### src/rtl/lsl_pkg.sv
package lsl_pkg;

  typedef enum logic [1:0] {
    MSG_STATE = 2'b00,
    MSG_STUCK = 2'b01,
    MSG_NODRV = 2'b10,
    MSG_BAD   = 2'b11
  } msg_e;

  localparam int unsigned SLOTS = 6;

  // payload word: {type, data level, clock level}
  function automatic logic [3:0] pack_word(msg_e kind, logic [1:0] lvl);
    return {kind, lvl};
  endfunction

  // rail used by a slot: 1 = positive rail, 0 = negative rail
  function automatic logic slot_rail(logic [2:0] slot, logic [3:0] word);
    case (slot)
      3'd0:    return 1'b1;
      3'd1:    return 1'b0;
      3'd2:    return word[3];
      3'd3:    return word[2];
      3'd4:    return word[1];
      default: return word[0];
    endcase
  endfunction

endpackage

### src/rtl/lsl_tx.sv
module lsl_tx
  import lsl_pkg::*;
#(
  parameter int unsigned PULSE_CYC   = 9,
  parameter int unsigned GAP_CYC     = 9,
  parameter int unsigned REFRESH_CYC = 287500
) (
  input  logic       clk,
  input  logic       rst_n,
  input  logic [1:0] st_in,
  input  logic       stuck_req,
  input  logic       nodrv_req,
  output logic       tx_p,
  output logic       tx_n,
  output logic [1:0] st_q
);

  localparam int unsigned SLOT_CYC = PULSE_CYC + GAP_CYC;
  localparam int unsigned CW = $clog2(SLOT_CYC + 1);
  localparam int unsigned RW = $clog2(REFRESH_CYC + 1);
  localparam logic [CW-1:0] PULSE_L   = CW'(PULSE_CYC);
  localparam logic [CW-1:0] SLOT_LAST = CW'(SLOT_CYC - 1);
  localparam logic [RW-1:0] RF_LAST   = RW'(REFRESH_CYC - 1);
  localparam logic [2:0]    SLOT_END  = 3'(SLOTS - 1);

  logic          busy, pend_st, pend_stk, pend_nd;
  logic [2:0]    slot;
  logic [CW-1:0] cyc;
  logic [3:0]    word;
  logic [RW-1:0] rf_cnt;

  // named events
  logic chg_evt, start_evt, rf_evt, any_pend, rail, pulse_on;
  msg_e sel;

  always_comb begin
    chg_evt   = (st_in != st_q);
    any_pend  = pend_st || pend_stk || pend_nd;
    start_evt = !busy && any_pend;
    rf_evt    = !busy && !any_pend && (rf_cnt == RF_LAST);
    if (pend_stk)     sel = MSG_STUCK;
    else if (pend_nd) sel = MSG_NODRV;
    else              sel = MSG_STATE;
    rail     = slot_rail(slot, word);
    pulse_on = busy && (cyc < PULSE_L);
    tx_p     = pulse_on && rail;
    tx_n     = pulse_on && !rail;
  end

  always_ff @(posedge clk) begin
    if (!rst_n) begin
      st_q     <= 2'b11;
      pend_st  <= 1'b1;
      pend_stk <= 1'b0;
      pend_nd  <= 1'b0;
      busy     <= 1'b0;
      slot     <= '0;
      cyc      <= '0;
      word     <= '0;
      rf_cnt   <= '0;
    end else begin
      st_q <= st_in;
      if (start_evt) begin
        busy <= 1'b1;
        slot <= '0;
        cyc  <= '0;
        word <= pack_word(sel, st_q);
        if (sel == MSG_STUCK)      pend_stk <= 1'b0;
        else if (sel == MSG_NODRV) pend_nd  <= 1'b0;
        else                       pend_st  <= 1'b0;
      end else if (busy) begin
        if (cyc == SLOT_LAST) begin
          cyc <= '0;
          if (slot == SLOT_END) busy <= 1'b0;
          else                  slot <= slot + 3'd1;
        end else begin
          cyc <= cyc + 1'b1;
        end
      end
      if (busy || any_pend || rf_evt) rf_cnt <= '0;
      else                            rf_cnt <= rf_cnt + 1'b1;
      if (chg_evt || rf_evt) pend_st  <= 1'b1;
      if (stuck_req)         pend_stk <= 1'b1;
      if (nodrv_req)         pend_nd  <= 1'b1;
    end
  end

  p_rails_excl_r2: assert property (@(posedge clk) disable iff (!rst_n)
    !(tx_p && tx_n));
  p_start_positive_r2: assert property (@(posedge clk) disable iff (!rst_n)
    $rose(busy) |-> tx_p);
  p_queue_change_r5: assert property (@(posedge clk) disable iff (!rst_n)
    (busy && chg_evt) |=> pend_st);

endmodule

### src/rtl/lsl_rx.sv
module lsl_rx
  import lsl_pkg::*;
#(
  parameter int unsigned GAP_LIMIT  = 64,
  parameter int unsigned RX_TMO_CYC = 1150000
) (
  input  logic       clk,
  input  logic       rst_n,
  input  logic       rx_p,
  input  logic       rx_n,
  output logic       frm_ok,
  output msg_e       frm_type,
  output logic [1:0] frm_st,
  output logic       lost,
  output logic       lost_evt
);

  localparam int unsigned GW = $clog2(GAP_LIMIT + 1);
  localparam int unsigned TW = $clog2(RX_TMO_CYC + 1);
  localparam logic [GW-1:0] GAP_LAST = GW'(GAP_LIMIT - 1);
  localparam logic [TW-1:0] TMO_LAST = TW'(RX_TMO_CYC - 1);
  localparam logic [2:0]    IDX_END  = 3'(SLOTS - 1);

  logic          rp_q, rn_q;
  logic [2:0]    idx;
  logic [2:0]    sh;
  logic [GW-1:0] gap_cnt;
  logic [TW-1:0] sil_cnt;
  logic [3:0]    frm_word;

  // named events
  logic rise_p, rise_n, any_rise, both_rise, done_evt, good_evt;
  logic [3:0] new_word;

  always_comb begin
    rise_p    = rx_p && !rp_q;
    rise_n    = rx_n && !rn_q;
    any_rise  = rise_p || rise_n;
    both_rise = rise_p && rise_n;
    done_evt  = any_rise && !both_rise && (idx == IDX_END);
    new_word  = {sh, rise_p};
    good_evt  = done_evt && (new_word[3:2] != MSG_BAD);
    frm_type  = msg_e'(frm_word[3:2]);
    frm_st    = frm_word[1:0];
  end

  always_ff @(posedge clk) begin
    if (!rst_n) begin
      rp_q     <= 1'b0;
      rn_q     <= 1'b0;
      idx      <= '0;
      sh       <= '0;
      gap_cnt  <= '0;
      sil_cnt  <= '0;
      frm_word <= '0;
      frm_ok   <= 1'b0;
      lost     <= 1'b0;
      lost_evt <= 1'b0;
    end else begin
      rp_q     <= rx_p;
      rn_q     <= rx_n;
      frm_ok   <= good_evt;
      lost_evt <= 1'b0;
      if (good_evt) frm_word <= new_word;
      if (any_rise) begin
        gap_cnt <= '0;
        if (both_rise) idx <= '0;
        else begin
          case (idx)
            3'd0:    if (rise_p) idx <= 3'd1;
            3'd1:    idx <= rise_n ? 3'd2 : 3'd0;
            default: begin
              sh  <= {sh[1:0], rise_p};
              idx <= (idx == IDX_END) ? 3'd0 : idx + 3'd1;
            end
          endcase
        end
      end else if (idx != 3'd0) begin
        if (gap_cnt == GAP_LAST) begin
          idx     <= '0;
          gap_cnt <= '0;
        end else begin
          gap_cnt <= gap_cnt + 1'b1;
        end
      end
      if (frm_ok) begin
        sil_cnt <= '0;
        lost    <= 1'b0;
      end else if (!lost) begin
        if (sil_cnt == TMO_LAST) begin
          lost     <= 1'b1;
          lost_evt <= 1'b1;
        end else begin
          sil_cnt <= sil_cnt + 1'b1;
        end
      end
    end
  end

  p_valid_clears_silence_r9: assert property (@(posedge clk) disable iff (!rst_n)
    frm_ok |=> (!lost && sil_cnt == '0));
  p_reject_bad_type_r8: assert property (@(posedge clk) disable iff (!rst_n)
    (done_evt && new_word[3:2] == MSG_BAD) |=> !frm_ok);

endmodule

### src/rtl/lsl_drive.sv
module lsl_drive
  import lsl_pkg::*;
(
  input  logic       clk,
  input  logic       rst_n,
  input  logic [1:0] loc_st,
  input  logic       stuck_det,
  input  logic       frm_ok,
  input  msg_e       frm_type,
  input  logic [1:0] frm_st,
  input  logic       lost,
  input  logic       lost_evt,
  output logic       drv_en,
  output logic       drv_sda,
  output logic       drv_scl,
  output logic       stuck_evt
);

  logic       stk_q, fresh;
  logic [1:0] rem_st;

  // named events
  logic notice_rx, state_rx, drop_evt, rejoin_ok;

  always_comb begin
    stuck_evt = stuck_det && !stk_q;
    notice_rx = frm_ok && (frm_type == MSG_STUCK || frm_type == MSG_NODRV);
    state_rx  = frm_ok && (frm_type == MSG_STATE);
    drop_evt  = lost_evt || notice_rx || stuck_evt;
    rejoin_ok = fresh && (rem_st == 2'b11) && (loc_st == 2'b11) && !stuck_det && !lost;
    drv_sda   = drv_en ? rem_st[1] : 1'b1;
    drv_scl   = drv_en ? rem_st[0] : 1'b1;
  end

  always_ff @(posedge clk) begin
    if (!rst_n) begin
      stk_q  <= 1'b0;
      fresh  <= 1'b0;
      rem_st <= 2'b11;
      drv_en <= 1'b0;
    end else begin
      stk_q <= stuck_det;
      if (state_rx) rem_st <= frm_st;
      if (drop_evt) begin
        drv_en <= 1'b0;
        fresh  <= 1'b0;
      end else begin
        if (state_rx) fresh <= 1'b1;
        if (!drv_en && rejoin_ok) drv_en <= 1'b1;
      end
    end
  end

  p_drop_release_r10: assert property (@(posedge clk) disable iff (!rst_n)
    drop_evt |=> !drv_en);
  p_rejoin_quiet_r12: assert property (@(posedge clk) disable iff (!rst_n)
    $rose(drv_en) |-> ($past(loc_st) == 2'b11 && !$past(stuck_det)));

endmodule

### src/rtl/line_state_link.sv
module line_state_link
  import lsl_pkg::*;
#(
  parameter int unsigned PULSE_CYC   = 9,
  parameter int unsigned GAP_CYC     = 9,
  parameter int unsigned REFRESH_CYC = 287500,
  parameter int unsigned GAP_LIMIT   = 64,
  parameter int unsigned RX_TMO_CYC  = 1150000
) (
  input  logic clk,
  input  logic rst_n,
  input  logic loc_sda,
  input  logic loc_scl,
  input  logic stuck_det,
  input  logic rx_p,
  input  logic rx_n,
  output logic tx_p,
  output logic tx_n,
  output logic drv_en,
  output logic drv_sda,
  output logic drv_scl
);

  logic [1:0] st_q;
  logic       frm_ok, lost, lost_evt, stuck_evt;
  msg_e       frm_type;
  logic [1:0] frm_st;

  lsl_tx #(
    .PULSE_CYC  (PULSE_CYC),
    .GAP_CYC    (GAP_CYC),
    .REFRESH_CYC(REFRESH_CYC)
  ) u_tx (
    .clk      (clk),
    .rst_n    (rst_n),
    .st_in    ({loc_sda, loc_scl}),
    .stuck_req(stuck_evt),
    .nodrv_req(lost_evt),
    .tx_p     (tx_p),
    .tx_n     (tx_n),
    .st_q     (st_q)
  );

  lsl_rx #(
    .GAP_LIMIT (GAP_LIMIT),
    .RX_TMO_CYC(RX_TMO_CYC)
  ) u_rx (
    .clk     (clk),
    .rst_n   (rst_n),
    .rx_p    (rx_p),
    .rx_n    (rx_n),
    .frm_ok  (frm_ok),
    .frm_type(frm_type),
    .frm_st  (frm_st),
    .lost    (lost),
    .lost_evt(lost_evt)
  );

  lsl_drive u_drv (
    .clk      (clk),
    .rst_n    (rst_n),
    .loc_st   (st_q),
    .stuck_det(stuck_det),
    .frm_ok   (frm_ok),
    .frm_type (frm_type),
    .frm_st   (frm_st),
    .lost     (lost),
    .lost_evt (lost_evt),
    .drv_en   (drv_en),
    .drv_sda  (drv_sda),
    .drv_scl  (drv_scl),
    .stuck_evt(stuck_evt)
  );

endmodule

### config.mk
export PLATFORM = sky130hd
export DESIGN_NAME = line_state_link
export DESIGN_NICKNAME = d
export VERILOG_FILES = /design/src/rtl/lsl_pkg.sv /design/src/rtl/lsl_tx.sv /design/src/rtl/lsl_rx.sv /design/src/rtl/lsl_drive.sv /design/src/rtl/line_state_link.sv
export SDC_FILE = /design/constraint.sdc
export NUM_CORES = 1
export LEC_CHECK = 0
export CAP_MARGIN = 30
export CORE_ASPECT_RATIO = 1.2
export CORE_MARGIN = 2
export CORE_UTILIZATION = 60
export DETAILED_ROUTE_END_ITERATION = 7
export GPL_ROUTABILITY_DRIVEN = 0
export PLACE_DENSITY = 0.8
export SYNTH_ARGS = -nofsm -noshare
export SYNTH_HDL_FRONTEND = slang
export SYNTH_SLANG_ARGS = --single-unit
### constraint.sdc
create_clock -name clk -period 4.54 [get_ports clk]
set_clock_uncertainty 0.05 [all_clocks]
set_input_delay 0.908 -clock clk [delete_from_list [all_inputs] [get_ports clk]]
set_output_delay 0.908 -clock clk [all_outputs]
set_load 0.01 [all_outputs]
# Word-level counts from Yosys, hierarchy flattened
# Index checks and enable logic that the tools add are counted.
# word_totals
register_bits,85
in_bits,7
output_inout_bits,5
wordCells,151
# op_classes
n_addsub,6
magnitude_cmp,1
eq_ne,21
muxes,28
n_bitwise,8
reduce_logical,64
# op_table
op,count
$add 21x1->21 const B,1
$eq 21x21->1 const B,1
$logic_and 1x1->1,20
$add 19x1->19 const B,1
$eq 19x19->1 const B,1
$mux 3,6
$mux 1,15
$reduce_and 3->1,5
$reduce_or 2->1,7
$reduce_bool 2->1,6
$logic_not 1->1,10
$eq 3x3->1 const B,3
$logic_or 1x1->1,9
$eq 2x2->1 const B,4
$not 1->1,8
$add 7x1->7 const B,1
$eq 7x6->1 const B,1
$mux 7,1
$add 3x1->3 const B,2
$eq 3x1->1 const B,2
$eq 3x2->1 const B,2
$logic_not 3->1,2
$mux 2,3
$pmux 3 s2,1
other kinds (14),16

# Longest topological paths before layout
# Gate-level depths: netlist of the first run.
# depth
ltp_word,7
depth_mapped,7
ltp_nobuf,7

# Cells and area by module
# A second synthesis of the first run with hierarchy kept.
# hier_totals
hier_cells,467
hier_area_um2,4085.2
# by_module_without_submodules
module,n_inst,cells_per_inst,area_per_inst_um2,seq_area_each_um2
lsl_rx,1,238,2084.5,860.8
lsl_tx,1,203,1775.5,740.7
lsl_drive,1,26,225.2,100.1

# Worst setup path before layout of the first run
# Ideal clock, no wire load.
# synth_path
path_type,input-to-reg
startpoint,input rx_p
endpoint,register u_rx.idx[1]
setup_ns,0.059
arrival_time_ns,2.245
t_required_ns,4.431
setup_slack_ns,2.186
cell_stages,6
path_buffers,0
path_cell_list,nor2b_1 inv_1 ha_1 or4_1 a21oi_1 o221a_2
# synth_via
elab_chain_cells,4
elab_cells_between_ends,9
cone_classes,1 x eq/ne; 2 x mux; 6 x reduce/logical
# synth_rtl
element,line_no,source
"start, declared",line_state_link.sv:15,"input logic rx_p,"
$logic_and 1x1->1 (*),lsl_rx.sv:36,rise_p = rx_p && !rp_q;
$logic_and 1x1->1 / $logic_or 1x1->1 (equally long branches),"lsl_rx.sv:39, lsl_rx.sv:38",
"$ne 4x3->1 (no source line), or another cell as far along",n/a,
$reduce_and 3->1 (no source line) / $mux 3 (equally long branches),n/a,
"end signal, assigned",lsl_rx.sv:71,3'd1: idx <= rise_n ? 3'd2 : 3'd0;
"end signal, assigned",lsl_rx.sv:74,idx <= (idx == IDX_END) ? 3'd0 : idx + 3'd1;
"end, declared",lsl_rx.sv:25,logic [2:0] idx;
# Every way passes the cells marked *; elsewhere a longest branch is shown, timed or not.
# A chain may end at the register's enable or synchronous reset.

# Worst setup path after layout of the first run
# layout_path
startpoint,register u_tx.slot[1]
endpoint,output tx_n
# layout_via
elab_chain_cells,4
elab_cells_between_ends,8
cone_classes,4 x eq/ne; 1 x mux; 3 x reduce/logical
# layout_rtl
element,line_no,source
"start, declared",lsl_tx.sv:27,logic [2:0] slot;
"start signal, assigned",lsl_tx.sv:75,else slot <= slot + 3'd1;
"$eq 3x3->1, or another cell as far along",lsl_pkg.sv:19,case (slot)
$pmux 1 s5 (*),lsl_pkg.sv:19,
$logic_not 1->1 (*),lsl_tx.sv:47,tx_n = pulse_on && !rail;
$logic_and 1x1->1 (*),lsl_tx.sv:47,
"end, declared",line_state_link.sv:18,"output logic tx_n,"
# Marks and branches as above.

==> flow_summary_export.csv, run 1 <==
group,metric,value,unit
floorplan,start_util,61.6,%
global_routing,grt_overflow,0,
power_and_ir_drop,power_frac_clock,38.2,%
clocking,clock_latency,0.37,ns
logic_synthesis,muxShareOfSynthArea,3.81,%
floorplan,dieArea,7240,sq um
final_layout,seq_area,1700,sq um
worst_setup_path,crit_type,"reg -> out",
status,outcome,"finished clean",
timing,min_period,3.01,ns
worst_setup_path,max_stage_delay,0.54,ns
timing,min_period_over_period,66.3,%
logic_synthesis,synth_ff_type,"dfxtp_1",
logic_synthesis,synth.avg_cell_area,8.73,sq um
clocking,clk_pin_slew,0.10,ns
place,pre_cts_slack,1.50,ns
clocking,cts_tree,"done",
power_and_ir_drop,power_leakage,1.55,nW
timing,tightest_slew,0.811,ns
global_routing,grt_pass1_wl,12500,microns
logic_synthesis,ys_seq_area_share,43.1,%
timing,setup_viol,0,
logic_synthesis,synth_nets,473,
timing,finalMaxSlewViolations,0,
hold_path,hold_class,"reg -> reg",
clocking,holdBufCountCts,0,
final_layout,drive_gt1_share,6.26,%
power_and_ir_drop,switching_power,356,uW
worst_setup_path,crit_fanout,4,
clocking,post_cts_buffers,0,
clocking,htreeDepth,3,
timing,hold_viol_final,0,
floorplan,rows,32,
job,max_cap_violations,0,
timing,max_freq,332,MHz
worst_setup_path,cp_num_buf_inv,1,
clocking,clockRootBuffer,"clkbuf_8",
detailed_routing,routed_wl,7170,microns
power_and_ir_drop,power_frac_comb,5.1,%
final_layout,area_growth_syn_to_layout,8.98,%
place,hpwl,4930,microns
logic_synthesis,synth.cell_area,3950,sq um
worst_setup_path,endpoint_kind,"primary output",
logic_synthesis,synth_fa_ha_area_share,4.44,%
floorplan,die_h,92.8,microns
global_routing,antenna_found_initial,0,
clocking,cts_buffers,9,
timing,worst_slack,1.53,ns
floorplan,ioPinCount,12,
worst_setup_path,crit_required,3.58,ns
timing,whs,0.402,ns
power_and_ir_drop,p_int,1.00,mW
worst_setup_path,cp.arrival,2.05,ns
power_and_ir_drop,vdd_drop_max,0.000264,V
logic_synthesis,synthArstFlopShare,0,%
timing,slew-limit-headroom,46.0,%
global_routing,first_global_vias,2904,
power_and_ir_drop,swShare,26.2,%
global_routing,grt_max_degree,23,
detailed_routing,drc_errors,0,
logic_synthesis,yosys.area_share.simple,28.3,%
final_layout,fin_nets,479,
logic_synthesis,synth-edff-count,0,
worst_setup_path,critPathLaunchType,"flip-flop",
logic_synthesis,synth_xor_area_share,6.88,%
logic_synthesis,ys_warn_count,0,
detailed_routing,ant_nets,0,
clocking,cts_num_sinks,85,
logic_synthesis,ys_types,51,
detailed_routing,vias,3106,
timing,rsz0062_at_grt,"no",
logic_synthesis,ys_ff_latch,85,
floorplan,die_x,78.0,microns
clocking,cts-resized-gates,0,
detailed_routing,drt_iter0_markers,97,
logic_synthesis,synthCells,452,
worst_setup_path,timing.critical_path.slowest_stage_cell,"clkdlybuf4s50_1",
power_and_ir_drop,power_density,316,nW/um^2
detailed_routing,firstDrtPassIters,4,
power_and_ir_drop,p_seq_share,56.8,%
logic_synthesis,synth-compound-area-share,10.1,%
clocking,clockBufferDepth,2,
place,io_buffers,11,
worst_setup_path,cpMostUsedCell,"ha_1",
final_layout,fillers,510,
global_routing,grt_usage,21.4,%
floorplan,core-area,6410,sq um
final_layout,multiInputGateArea,2110,sq um
worst_setup_path,path_delay_family,"buffers and inverters",
detailed_routing,wl_per_cell,13.1,microns
logic_synthesis,synth_top_family_by_area,"simple AND/OR/NAND/NOR gates",
timing,setup-tns-final,0,ns
detailed_routing,vias_per_cell,5.67,
worst_setup_path,path_cells,"ha_1 > ha_1 > a32oi_1 > nand3_1 > nor2_1 > clkdlybuf4s50_1",
final_layout,diodes,0,
[final cells by class]
cell class              count  area share (%)
inverters                  16            1.40
flip-flops and latches     85            39.6
well taps                  85            2.47
clock buffers               9            2.88
multi-input cells         333            49.1
clock inverters             7            1.54
repair buffers             13            3.00
[cell usage after synthesis, types with 2 or more instances]
master / n / share of area [%]
and3_1: 3 / 0.48
nor4_1: 6 / 0.95
nand4b_1: 4 / 0.89
inv_1: 15 / 1.4
nand2_1: 33 / 3.1
nand3_1: 18 / 2.3
a21oi_1: 24 / 3.0
o21ai_0: 13 / 1.6
or2_2: 7 / 1.1
or4_1: 7 / 1.3
mux2i_1: 15 / 3.8
xor2_1: 19 / 4.2
or3_1: 11 / 1.7
buf_2: 3 / 0.38
nor2b_1: 4 / 0.63
a211oi_1: 5 / 0.95
nand3b_1: 2 / 0.38
nand4_1: 21 / 3.3
and2_1: 8 / 1.3
dfxtp_1: 85 / 43
ha_1: 14 / 4.4
nand2b_1: 8 / 1.3
o31a_1: 2 / 0.44
clkbuf_1: 15 / 1.4
nor2_1: 60 / 5.7
and4_1: 4 / 0.89
o31ai_1: 5 / 0.95
xnor2_1: 12 / 2.7
nor3_1: 7 / 0.89
[power groups by stage]
stage	logic (mW)	registers, mW	clock network (mW)
5_1_grt	0.0779	0.774	0.557
3_5_place_dp	0.0686	0.789	0
2_1_floorplan	0.0564	0.781	0
3_3_place_gp	0.0660	0.788	0
6_report	0.0688	0.771	0.518
4_1_cts	0.0693	0.771	0.530
[per-stage QoR]
stage | instance area [sq um] | instances | power, mW | utilization, %
after global placement | 4100 | 531 | 0.854 | 64.0
after CTS | 4300 | 548 | 1.37 | 67.1
final | 4300 | 548 | 1.36 | 67.1
after detailed placement | 4110 | 532 | 0.857 | 64.1
after floorplan | 3950 | 452 | 0.838 | -
after global routing | 4300 | 548 | 1.41 | 67.1
[routing by layer]
metal	vias up	wire (microns)	track usage, %
li1	1613	-	-
met1	1456	3410	25.8
met2	27	3470	36.4
met3	10	131	3.51
met4	0	160	11.5
met5	-	0	0
[state kept, by name, indices dropped and copies added (netlist names), 2 cells and up]
signal         flops
u_drv.rem_st       2
u_rx.frm_word      4
u_rx.gap_cnt       7
u_rx.idx           3
u_rx.sh            3
u_rx.sil_cnt      21
u_tx.cyc           5
u_tx.rf_cnt       19
u_tx.slot          3
u_tx.st_q          2
u_tx.word          4
[path summary, 6_finish.rpt]
kind / startpoint / end / slack, ns / depth (start not counted)
setup / recovery: u_tx.slot[1] / tx_n / 1.53 / 6
hold / removal: u_tx.rf_cnt[0] / u_tx.rf_cnt[0] / 0.40 / 1
setup reg to reg: u_tx.rf_cnt[0] / u_tx.rf_cnt[5] / 2.45 / 6
hold reg to reg: u_tx.rf_cnt[0] / u_tx.rf_cnt[0] / 0.40 / 1
[kinds of logic (layout without fill, tap and decap cells)]
kind of cell,count (synthesis),in the layout
buf+inv,34,45
simple gates,210,210
xor+xnor,31,31
fa+ha+maj,14,14
flops,85,85
mux,15,15
compound gates,63,63
[cell usage in the layout, fill, tap and decap left out, types with 8 or more instances in the layout]
| cell type | instances |
|---|---|
| nand4_1 | 21 |
| and2_1 | 8 |
| ha_1 | 14 |
| clkbuf_8 | 9 |
| nor2_1 | 60 |
| clkdlybuf4s50_1 | 11 |
| xnor2_1 | 12 |
| dfxtp_1 | 85 |
| or3_1 | 11 |
| nand3_1 | 18 |
| nand2b_1 | 8 |
| xor2_1 | 19 |
| inv_1 | 15 |
| mux2i_1 | 15 |
| o21ai_0 | 13 |
| nand2_1 | 33 |
| a21oi_1 | 24 |
Note: power is estimated with default switching activity, not from simulation.
==> run 2: changes to the inputs <==
- clock period: 4.54 -> 3.1 ns (I/O delays scaled with it)
==> run 2 against run 1 <==
Net effect: count of clock-buffer cells in the layout is 1 higher; first-iteration DRC count is 19% higher; via count is 3.9% higher; critical endpoint unchanged.
==> flow_summary_export.csv, run 2 (synthesis gave the netlist of run 1 again) <==
group,metric,value,unit
job,max_cap_violations,0,
final_layout,final_cell_mix,"85 x dfxtp_1, 60 x nor2_1, 33 x nand2_1, 24 x a21oi_1, 21 x nand4_1",
global_routing,antenna_found_initial,0,
place,placed_cells,534,
timing,min_period_over_period,89.0,%
worst_setup_path,r2r_slack,1.11,ns
floorplan,start_util,61.6,%
power_and_ir_drop,power_leakage,1.60,nW
floorplan,rows,32,
place,hpwl,5220,microns
worst_setup_path,crit_type,"reg -> out",
final_layout,area_growth_syn_to_layout,11.3,%
final_layout,diodes,0,
detailed_routing,ant_nets,0,
status,outcome,"finished clean",
global_routing,grt_overflow,0,
place,io_buffers,11,
floorplan,die_x,78.0,microns
clocking,clockRootBuffer,"clkbuf_8",
final_layout,layout_commonest_cell,"dfxtp_1",
timing,hold_viol_final,0,
worst_setup_path,crit_required,2.43,ns
final_layout,largest_register_ffs,21,
final_layout,drive_gt1_share,6.67,%
clocking,htreeDepth,3,
final_layout,biggestRegsByFlops,"u_rx.sil_cnt: 21 flops, u_tx.rf_cnt: 19 flops, u_rx.gap_cnt: 7 flops",
timing,finalMaxSlewViolations,0,
clocking,clk_pin_slew,0.08,ns
final_layout,fillers,523,
final_layout,multiInputGateArea,2110,sq um
detailed_routing,firstDrtPassIters,5,
final_layout,fin_nets,481,
timing,tightest_slew,0.543,ns
detailed_routing,drc_errors,0,
clocking,holdBufCountCts,0,
detailed_routing,routed_wl,7560,microns
timing,setup_viol,0,
timing,rsz0062_at_grt,"no",
detailed_routing,vias,3226,
clocking,cts_tree,"done",
detailed_routing,vias_per_cell,5.87,
final_layout,largest_register,"u_rx.sil_cnt",
global_routing,grt_max_degree,20,
timing,max_freq,363,MHz
timing,min_period,2.76,ns
detailed_routing,wl_per_cell,13.8,microns
worst_setup_path,crit_fanout,4,
global_routing,grt_pass1_wl,13100,microns
clocking,cts_num_sinks,85,
global_routing,first_global_vias,3116,
clocking,cts-resized-gates,0,
clocking,clockBufferDepth,2,
worst_setup_path,cp.arrival,2.09,ns
final_layout,instances_no_fill,550,
worst_setup_path,critPathLaunchType,"flip-flop",
clocking,cts_buffers,9,
detailed_routing,drt_iter0_markers,115,
floorplan,dieArea,7240,sq um
floorplan,die_h,92.8,microns
timing,whs,0.394,ns
clocking,post_cts_buffers,0,
final_layout,seq_area,1700,sq um
timing,slew-limit-headroom,63.8,%
power_and_ir_drop,power_density,515,nW/um^2
timing,setup-tns-final,0,ns
power_and_ir_drop,vdd_drop_max,0.000295,V
floorplan,ioPinCount,12,
global_routing,grt_usage,22.3,%
clocking,clock_latency,0.35,ns
worst_setup_path,endpoint_kind,"primary output",
floorplan,core-area,6410,sq um
hold_path,hold_class,"reg -> reg",
## run 2: area by class of cell
cell class | instances | area share [%]
multi-input cells | 333 | 48.1
flip-flops and latches | 85 | 38.7
repair buffers | 15 | 3.19
clock buffers | 10 | 3.13
clock inverters | 6 | 3.05
well taps | 85 | 2.42
inverters | 16 | 1.37
## run 2: per-stage QoR
step / instance area (sq um) / utilization, % / setup WS, ns / power, mW
after global routing: 4390 / 68.6 / 0.207 / 2.34
final: 4390 / 68.6 / 0.342 / 2.26
after global placement: 4120 / 64.3 / 0.456 / 1.25
after floorplan: 3950 / - / 1.03 / 1.23
after CTS: 4390 / 68.6 / 0.335 / 2.27
after detailed placement: 4120 / 64.3 / 0.384 / 1.26
## run 2: metal layers
metal / track usage (%) / up-vias / part of all wire, %
li1: - / 1619 / -
met1: 25.6 / 1550 / 44
met2: 39.8 / 43 / 52
met3: 3.90 / 14 / 2.0
met4: 10.8 / 0 / 1.9
met5: 0 / - / 0
## run 2: power breakdown
| group | switching, mW | total (mW) | internal (mW) |
|---|---|---|---|
| sequential | 0.0223 | 1.13 | 1.11 |
| clock | 0.388 | 1.03 | 0.639 |
| combinational | 0.0553 | 0.103 | 0.0480 |
## run 2: critical path, cell delays in order (launching register included)
cell	delay (ns)
dfxtp_1	0.36
ha_1	0.20
ha_1	0.19
a32oi_1	0.23
nand3_1	0.11
nor2_1	0.11
clkdlybuf4s50_1	0.54
## run 2: path summary, 6_finish.rpt
check	startpoint	end	depth (start not counted)
setup reg to reg	u_rx.lost	u_rx.sil_cnt[16]	4
setup / recovery	u_tx.slot[1]	tx_n	6
hold reg to reg	u_tx.rf_cnt[0]	u_tx.rf_cnt[0]	1
hold / removal	u_tx.rf_cnt[0]	u_tx.rf_cnt[0]	1
